<file path="src/rtl/tif_pkg.sv">
package tif_pkg;
  localparam int REG_W  = 8;
  localparam int CMP_N  = 3;
  localparam int SRC_N  = CMP_N + 2;
  localparam int MAIN_N = 4;

  localparam int S_OVF  = 0;
  localparam int S_CMPB = 1;
  localparam int S_CMPA = 2;
  localparam int S_CAP  = 3;
  localparam int S_CMPC = 4;

  localparam int MAIN_LSB = 2;
  localparam int MAIN_MSB = MAIN_LSB + MAIN_N - 1;
  localparam int EXT_POS  = 0;

  typedef logic [SRC_N-1:0] src_vec_t;

  function automatic int cmp_to_src(input int c);
    case (c)
      0:       return S_CMPA;
      1:       return S_CMPB;
      default: return S_CMPC;
    endcase
  endfunction
endpackage

</file>
<file path="src/rtl/tif_cmp_delay.sv">
module tif_cmp_delay (
  input  logic clk,
  input  logic rst_n,
  input  logic tick,
  input  logic match_i,
  input  logic force_i,
  output logic set_o
);
  logic armed_q;

  always_ff @(posedge clk or negedge rst_n) begin
    if (!rst_n)    armed_q <= 1'b0;
    else if (tick) armed_q <= match_i & ~force_i;
  end

  assign set_o = tick & armed_q;

  p_arm_after_match_r2: assert property (@(posedge clk) disable iff (!rst_n)
    (tick && match_i && !force_i) |=> armed_q);
  p_force_cancels_r3: assert property (@(posedge clk) disable iff (!rst_n)
    (tick && force_i) |=> !armed_q);
  p_idle_holds_r10: assert property (@(posedge clk) disable iff (!rst_n)
    !tick |=> $stable(armed_q));
endmodule

</file>
<file path="src/rtl/tif_flag_cell.sv">
module tif_flag_cell (
  input  logic clk,
  input  logic rst_n,
  input  logic set_i,
  input  logic clr_i,
  output logic q
);
  always_ff @(posedge clk or negedge rst_n) begin
    if (!rst_n) q <= 1'b0;
    else        q <= (q & ~clr_i) | set_i;
  end

  p_set_wins_r8: assert property (@(posedge clk) disable iff (!rst_n)
    set_i |=> q);
  p_clear_r4: assert property (@(posedge clk) disable iff (!rst_n)
    (clr_i && !set_i) |=> !q);
  p_hold_r10: assert property (@(posedge clk) disable iff (!rst_n)
    (!set_i && !clr_i) |=> $stable(q));
endmodule

</file>
<file path="src/rtl/tif_event_sel.sv">
module tif_event_sel
  import tif_pkg::*;
(
  input  logic             clk,
  input  logic             rst_n,
  input  logic             tick,
  input  logic [CMP_N-1:0] cmp_match,
  input  logic [CMP_N-1:0] cmp_force,
  input  logic             cap_edge,
  input  logic             cnt_top,
  input  logic             ovf,
  input  logic             cap_top_mode,
  output src_vec_t         set_vec
);
  logic [CMP_N-1:0] cmp_set;

  for (genvar c = 0; c < CMP_N; c++) begin : g_cmp
    tif_cmp_delay u_dly (
      .clk     (clk),
      .rst_n   (rst_n),
      .tick    (tick),
      .match_i (cmp_match[c]),
      .force_i (cmp_force[c]),
      .set_o   (cmp_set[c])
    );
  end

  always_comb begin
    set_vec        = '0;
    set_vec[S_OVF] = tick & ovf;
    set_vec[S_CAP] = tick & (cap_top_mode ? cnt_top : cap_edge);
    for (int c = 0; c < CMP_N; c++) set_vec[cmp_to_src(c)] = cmp_set[c];
  end

  p_no_event_untimed_r10: assert property (@(posedge clk) disable iff (!rst_n)
    !tick |-> (set_vec == '0));
  p_cap_mode_r6: assert property (@(posedge clk) disable iff (!rst_n)
    (tick && cap_top_mode && !cnt_top) |-> !set_vec[S_CAP]);
endmodule

</file>
<file path="src/rtl/tif_enable_reg.sv">
module tif_enable_reg
  import tif_pkg::*;
(
  input  logic             clk,
  input  logic             rst_n,
  input  logic             en_wr,
  input  logic [REG_W-1:0] en_wdata,
  input  logic             enx_wr,
  input  logic [REG_W-1:0] enx_wdata,
  output src_vec_t         en_q
);
  logic unused_en_bits;
  assign unused_en_bits = ^{en_wdata[REG_W-1:MAIN_MSB+1], en_wdata[MAIN_LSB-1:0],
                            enx_wdata[REG_W-1:EXT_POS+1]};

  always_ff @(posedge clk or negedge rst_n) begin
    if (!rst_n) begin
      en_q <= '0;
    end else begin
      if (en_wr)  en_q[MAIN_N-1:0] <= en_wdata[MAIN_MSB:MAIN_LSB];
      if (enx_wr) en_q[S_CMPC]     <= enx_wdata[EXT_POS];
    end
  end

  p_en_write_r9: assert property (@(posedge clk) disable iff (!rst_n)
    (!en_wr && !enx_wr) |=> $stable(en_q));
endmodule

</file>
<file path="src/rtl/tmr_irq_flags.sv">
module tmr_irq_flags
  import tif_pkg::*;
(
  input  logic             clk,
  input  logic             rst_n,
  input  logic             tick,
  input  logic [CMP_N-1:0] cmp_match,
  input  logic [CMP_N-1:0] cmp_force,
  input  logic             cap_edge,
  input  logic             cnt_top,
  input  logic             ovf,
  input  logic             cap_top_mode,
  input  logic             gie,
  input  logic             flag_wr,
  input  logic [REG_W-1:0] flag_wdata,
  input  logic             flagx_wr,
  input  logic [REG_W-1:0] flagx_wdata,
  input  logic             en_wr,
  input  logic [REG_W-1:0] en_wdata,
  input  logic             enx_wr,
  input  logic [REG_W-1:0] enx_wdata,
  input  logic [SRC_N-1:0] ack,
  output logic [REG_W-1:0] flag_rd,
  output logic [REG_W-1:0] flagx_rd,
  output logic [REG_W-1:0] en_rd,
  output logic [REG_W-1:0] enx_rd,
  output logic [SRC_N-1:0] irq
);
  src_vec_t set_vec, clr_vec, flag_q, en_q;
  logic     unused_flag_bits;

  assign unused_flag_bits = ^{flag_wdata[REG_W-1:MAIN_MSB+1], flag_wdata[MAIN_LSB-1:0],
                              flagx_wdata[REG_W-1:EXT_POS+1]};

  tif_event_sel u_evt (
    .clk          (clk),
    .rst_n        (rst_n),
    .tick         (tick),
    .cmp_match    (cmp_match),
    .cmp_force    (cmp_force),
    .cap_edge     (cap_edge),
    .cnt_top      (cnt_top),
    .ovf          (ovf),
    .cap_top_mode (cap_top_mode),
    .set_vec      (set_vec)
  );

  always_comb begin
    clr_vec = ack;
    if (flag_wr)  clr_vec[MAIN_N-1:0] = clr_vec[MAIN_N-1:0] | flag_wdata[MAIN_MSB:MAIN_LSB];
    if (flagx_wr) clr_vec[S_CMPC]     = clr_vec[S_CMPC] | flagx_wdata[EXT_POS];
  end

  for (genvar i = 0; i < SRC_N; i++) begin : g_flag
    tif_flag_cell u_cell (
      .clk   (clk),
      .rst_n (rst_n),
      .set_i (set_vec[i]),
      .clr_i (clr_vec[i]),
      .q     (flag_q[i])
    );

    p_ack_clears_r5: assert property (@(posedge clk) disable iff (!rst_n)
      (ack[i] && !set_vec[i]) |=> !flag_q[i]);
  end

  tif_enable_reg u_en (
    .clk       (clk),
    .rst_n     (rst_n),
    .en_wr     (en_wr),
    .en_wdata  (en_wdata),
    .enx_wr    (enx_wr),
    .enx_wdata (enx_wdata),
    .en_q      (en_q)
  );

  always_comb begin
    flag_rd  = '0;
    en_rd    = '0;
    flagx_rd = '0;
    enx_rd   = '0;
    flag_rd[MAIN_MSB:MAIN_LSB] = flag_q[MAIN_N-1:0];
    en_rd[MAIN_MSB:MAIN_LSB]   = en_q[MAIN_N-1:0];
    flagx_rd[EXT_POS]          = flag_q[S_CMPC];
    enx_rd[EXT_POS]            = en_q[S_CMPC];
  end

  assign irq = flag_q & en_q & {SRC_N{gie}};

  p_irq_needs_gie_r1: assert property (@(posedge clk) disable iff (!rst_n)
    !gie |-> (irq == '0));
  p_irq_under_flag_r1: assert property (@(posedge clk) disable iff (!rst_n)
    (irq[S_CAP] |-> flag_rd[MAIN_LSB+S_CAP]));
  p_unused_zero_r4: assert property (@(posedge clk) disable iff (!rst_n)
    (flag_rd[MAIN_LSB-1:0] == '0) && (flagx_rd[REG_W-1:EXT_POS+1] == '0));
endmodule

</file>
<file path="config.mk">
export PLATFORM = sky130hd
export DESIGN_NAME = tmr_irq_flags
export DESIGN_NICKNAME = d
export VERILOG_FILES = /design/src/rtl/tif_pkg.sv /design/src/rtl/tif_cmp_delay.sv /design/src/rtl/tif_flag_cell.sv /design/src/rtl/tif_event_sel.sv /design/src/rtl/tif_enable_reg.sv /design/src/rtl/tmr_irq_flags.sv
export SDC_FILE = /design/constraint.sdc
export NUM_CORES = 1
export LEC_CHECK = 0
export BUFFER_PORTS_ARGS = -buffer_cell sky130_fd_sc_hd__buf_2
export CAP_MARGIN = 10
export CORE_ASPECT_RATIO = 0.75
export CORE_MARGIN = 2
export CORE_UTILIZATION = 29
export DETAILED_ROUTE_END_ITERATION = 8
export PLACE_DENSITY = 0.81
export SKIP_LAST_GASP = 1
export SYNTH_ARGS = -nofsm -noshare
export SYNTH_HDL_FRONTEND = slang
export SYNTH_SLANG_ARGS = --single-unit
</file>
<file path="constraint.sdc">
create_clock -name clk -period 0.8 [get_ports clk]
set_input_delay 0.04 -clock clk [delete_from_list [all_inputs] [get_ports clk]]
set_output_delay 0.04 -clock clk [all_outputs]
set_load 0.01 [all_outputs]
</file>
=== After elaboration in Yosys (flattened, before gate mapping) ===
Index checks and enable logic that the tools add are counted.

* Multiplexer cells: 3
* Bitwise logic cells: 30

{| class="wikitable"
|+ Operators with widths
! operator !! count
|-
| $and 1x1->1 || 13
|-
| $and 5x5->5 || 2
|-
| $not 1->1 || 8
|-
| $or 1x1->1 || 6
|-
| $mux 4 || 1
|-
| $or 4x4->4 || 1
|-
| $mux 1 || 2
|}

* Register bits after elaboration: 13
* Output and inout port bits: 37

=== Depth between registers and ports, before layout ===
* Word-level depth: 5
* Gate-level depth with buffers: 3

=== By module ===
Synthesis repeated with hierarchy kept, for this count alone.

* Cell total of the unflattened synthesis: 76
* Area, all modules: 765.7 um^2

{| class="wikitable"
|+ Modules (own cells, without submodules)
! module !! times used !! seq. area each (um^2) !! area each (um^2) !! cells each
|-
| tmr_irq_flags || 1 || 0.0 || 237.7 || 33
|-
| tif_enable_reg || 1 || 125.1 || 181.4 || 10
|-
| tif_flag_cell || 5 || 25.0 || 36.3 || 3
|-
| tif_cmp_delay || 3 || 25.0 || 47.5 || 5
|-
| tif_event_sel || 1 || 0.0 || 22.5 || 3
|}

=== Worst setup path before layout ===
OpenSTA, ideal clock, no wires.

* Path kind: flip-flop to flip-flop
* Start point: register u_en.en_q[0] (netlist name)
* End point: register u_en.en_q[0]
* Data arrival time: 0.653 ns
* Period minus slack after synthesis: 0.778 ns
* Buffers on the path: 0
* Cell stages (with the launch flop): 2
* Slack: 0.022 ns
* Required time: 0.675 ns
* Cell sequence: dfrtp_1 > mux2_2

{| class="wikitable"
|+ RTL lines
! what !! line !! text
|-
| end signal: indexed assignment || tif_enable_reg.sv:20 || <nowiki>if (en_wr) en_q[MAIN_N-1:0] <= en_wdata[MAIN_MSB:MAIN_LSB];</nowiki>
|-
| end signal: indexed assignment || tif_enable_reg.sv:21 || <nowiki>if (enx_wr) en_q[S_CMPC] <= enx_wdata[EXT_POS];</nowiki>
|-
| end: declaration || tif_enable_reg.sv:10 || <nowiki>output src_vec_t en_q</nowiki>
|}

=== Worst setup path after layout ===
* Start point: register g_flag[2].u_cell.q
* End point: output irq[2]

* Longest elaborated chain between the ends: 2

{| class="wikitable"
|+ Ends and longest elaborated chain
! what !! line !! text
|-
| start: declaration || tif_flag_cell.sv:6 || <nowiki>output logic q</nowiki>
|-
| start signal: assignment || tif_flag_cell.sv:10 || <nowiki>else q <= (q & ~clr_i) | set_i;</nowiki>
|-
| $and 5x5->5 (2 in series) || tmr_irq_flags.sv:88 || <nowiki>assign irq = flag_q & en_q & {SRC_N{gie}};</nowiki>
|-
| end: declaration || tmr_irq_flags.sv:27 || <nowiki>output logic [SRC_N-1:0] irq</nowiki>
|}

No other way between the ends.

==> impl_metrics.py <==
metrics = {
    "layout": {
        "regArea_um2": 325.3,
        "utilization_pct": 47.22,
        "area_delta_synth_final_pct": 58.27,
        "n_fill_cell": 261,
        "insertedDiodeCount": 0,
        "multi_input_area_um2": 280.3,
        "fin_nets": 199,
        "drive_above_1_share_pct": 44.76,
        "fin_area_mm2": 0.001210,
    },
    "global_route": {
        "grtUsageTotal_pct": 12.28,
        "antenna_found_initial": 0,
        "grt_pass1_wl_mm": 2.904,
        "grt_pass1_vias": 672,
        "grt_max_degree": 14,
        "overflow": 0,
    },
    "cts": {
        "clk_latency_ns": 0.27,
        "path_clk_slew_ns": 0.08,
        "cts_tree": "yes",
        "clock-sinks": 13,
        "clk_path_buf_depth": 2,
        "numCtsBuffers": 3,
        "root_buffer": "clkbuf_4",
        "htreeDepth": 1,
    },
    "sta": {
        "fin_ws_ns": -0.1996,
        "fin_crit_sh_pct": 124.9,
        "slew_violations": 0,
        "final-hold-violation-count": 0,
        "holdWs_ns": 0.02088,
        "max_freq_mhz": 1000,
        "min_period_ns": 0.9996,
        "rsz0062_at_grt": "true",
        "skew_ns": 0.001230,
        "setup_violations": 23,
    },
    "die": {
        "die_w_um": 63.29,
        "core_mm2": 0.002562,
        "ios": 92,
        "start_util_pct": 29.83,
        "placementRows": 16,
        "die_h_um": 48.47,
        "die_area_mm2": 0.003067,
    },
    "placement": {
        "detailed_place_hpwl_mm": 1.232,
        "dp_slack_ns": 0.02703,
        "dpl_cell_area_um2": 915.9,
        "portBuffers": 47,
        "gp_congestion": 0.6381,
    },
    "worst_setup_path": {
        "path_class": "flop to output port",
        "cp-start-kind": "flop",
        "slowest_stage": "dfrtp_1",
        "crit_chain": "and3_1 -> buf_2",
        "worstSetupEndpointType": "output port",
        "rrSetupSlack_ns": -0.08,
        "slowest_delay_ns": 0.40,
        "critPathTopFamily": "flip-flops",
        "required_ns": 0.76,
        "cp.arrival_ns": 0.96,
        "crit_fanout": 2,
        "cp.buffers_inverters": 1,
    },
    "synthesis": {
        "netlist_instances": 77,
        "ys_top_cells_by_area": "dfrtp_1 43%, buf_4 27%, mux2_2 7.4%, a32o_1 6.5%, and3_1 4.1%",
        "yosys_warnings": 0,
        "synth_area_leader_cell": "dfrtp_1",
        "async_flop_share_pct": 100.0,
        "netlist_area_um2": 764.5,
        "yosysSeqAreaShare_pct": 42.55,
        "post-synth-top-count-cell": "buf_4",
        "synthDominantCellAreaShare_pct": 42.55,
        "synth-edff-count": 0,
        "yosys.cell_types.count": 11,
        "synth_seq_cells": 13,
        "synthTopCellsByCount": "27 x buf_4, 13 x dfrtp_1, 8 x inv_1, 8 x nand2_1",
        "syn_avg_cell_area_um2": 9.928,
        "synthFlopType": "dfrtp_1",
    },
    "power_and_ir_drop": {
        "power.density_mw_per_mm2": 1375,
        "p_leak_uw": 0.0006834,
        "p_seq_share_pct": 45.6,
        "p_int_uw": 1211,
        "combPwrFrac_pct": 30.7,
        "power_uw": 1663,
        "p_sw_uw": 452.3,
        "swShare_pct": 27.19,
        "p_clk_share_pct": 23.7,
        "vdd_drop_max_mv": 0.6303,
    },
    "drt": {
        "viasPerCell": 3.860,
        "ant_nets": 0,
        "first_pass_iters": 4,
        "route.detailed.drc": 0,
        "drtIter0Drc": 9,
        "wl_per_cell_um": 10.50,
        "via_count": 691,
        "routed_wl_mm": 1.880,
    },
    "run": {
        "cap_violations": 0,
    },
    "min_path": {
        "hp-class": "input pin to flop",
    },
    "status": {
        "outcome": "complete, but fails checks",
        "violations": "setup timing",
    },
}
-- stage by stage --
step	cells	TNS [ns]
final	179	-2.468
after CTS	177	-2.502
after global placement	153	0
after floorplan	98	0
after detailed placement	153	0
after global routing	179	-3.400
-- power by group through the flow --
stage	Clock, uW	Combinational (uW)	Sequential, uW
floorplan	0	263	773
finish	394	511	758
global route	449	559	766
detailed placement	0	326	769
CTS	424	468	753
global placement	0	323	768
-- layout by cell type, fill, tap and decap left out --
master,netlist,layout
dfrtp_1,13,13
clkbuf_1,0,1
conb_1,1,22
buf_4,27,2
a32o_1,5,5
clkbuf_4,0,3
buf_2,1,40
o22ai_1,3,3
mux2_2,5,5
buf_6,0,14
dlygate4sd3_1,0,13
nand2_1,8,8
and3_1,5,5
mux2_1,1,1
inv_1,8,8
-- cells by family after synthesis --
logic type	synth area share, %
compound gates	9.002
buf+inv	31.10
flops	42.55
mux	8.837
other cells	0.4905
simple gates	8.020
-- flip-flops by register name, summed over array words and instances (netlist names) --
signal	count
g_flag.u_cell.q	5
u_en.en_q	5
u_evt.g_cmp.u_dly.armed_q	3
-- cell type report --
class / count / area share [%]
Multi-Input combinational cell: 49 / 23.16
Timing Repair Buffer: 69 / 41.57
Sequential cell: 13 / 26.89
Tap cell: 36 / 3.723
Clock buffer: 4 / 2.172
Inverter: 8 / 2.482
-- metal layers --
| layer | GRT usage [%] | vias up | share of wire, % |
|---|---|---|---|
| met5 | 0 | - | 0 |
| met4 | 1.087 | 0 | 0 |
| met3 | 4.419 | 0 | 7.0 |
| met2 | 25.53 | 34 | 56 |
| met1 | 11.82 | 319 | 36 |
| li1 | - | 338 | - |
-- repair_timing --
action	CTS	global route
resized for setup	8	6
cloned	0	0
hold buffers	13	0
pin swaps	3	8
endpoints found under the setup margin	15	23
setup buffers	7	3
endpoints found under the hold margin	22	0
-- path summary, 6_finish.rpt --
path                                         startpoint                  to  cells past startpoint
setup / recovery                     g_flag[2].u_cell.q              irq[2]                      2
hold / removal                                   enx_wr        u_en.en_q[4]                      2
setup reg to reg                           u_en.en_q[0]        u_en.en_q[0]                      2
hold reg to reg            u_evt.g_cmp[2].u_dly.armed_q  g_flag[4].u_cell.q                      1
max in group asynchronous                         rst_n        u_en.en_q[2]                      2
min in group asynchronous                         rst_n        u_en.en_q[1]                      2
No activity file was read; power rests on OpenSTA's default activity.
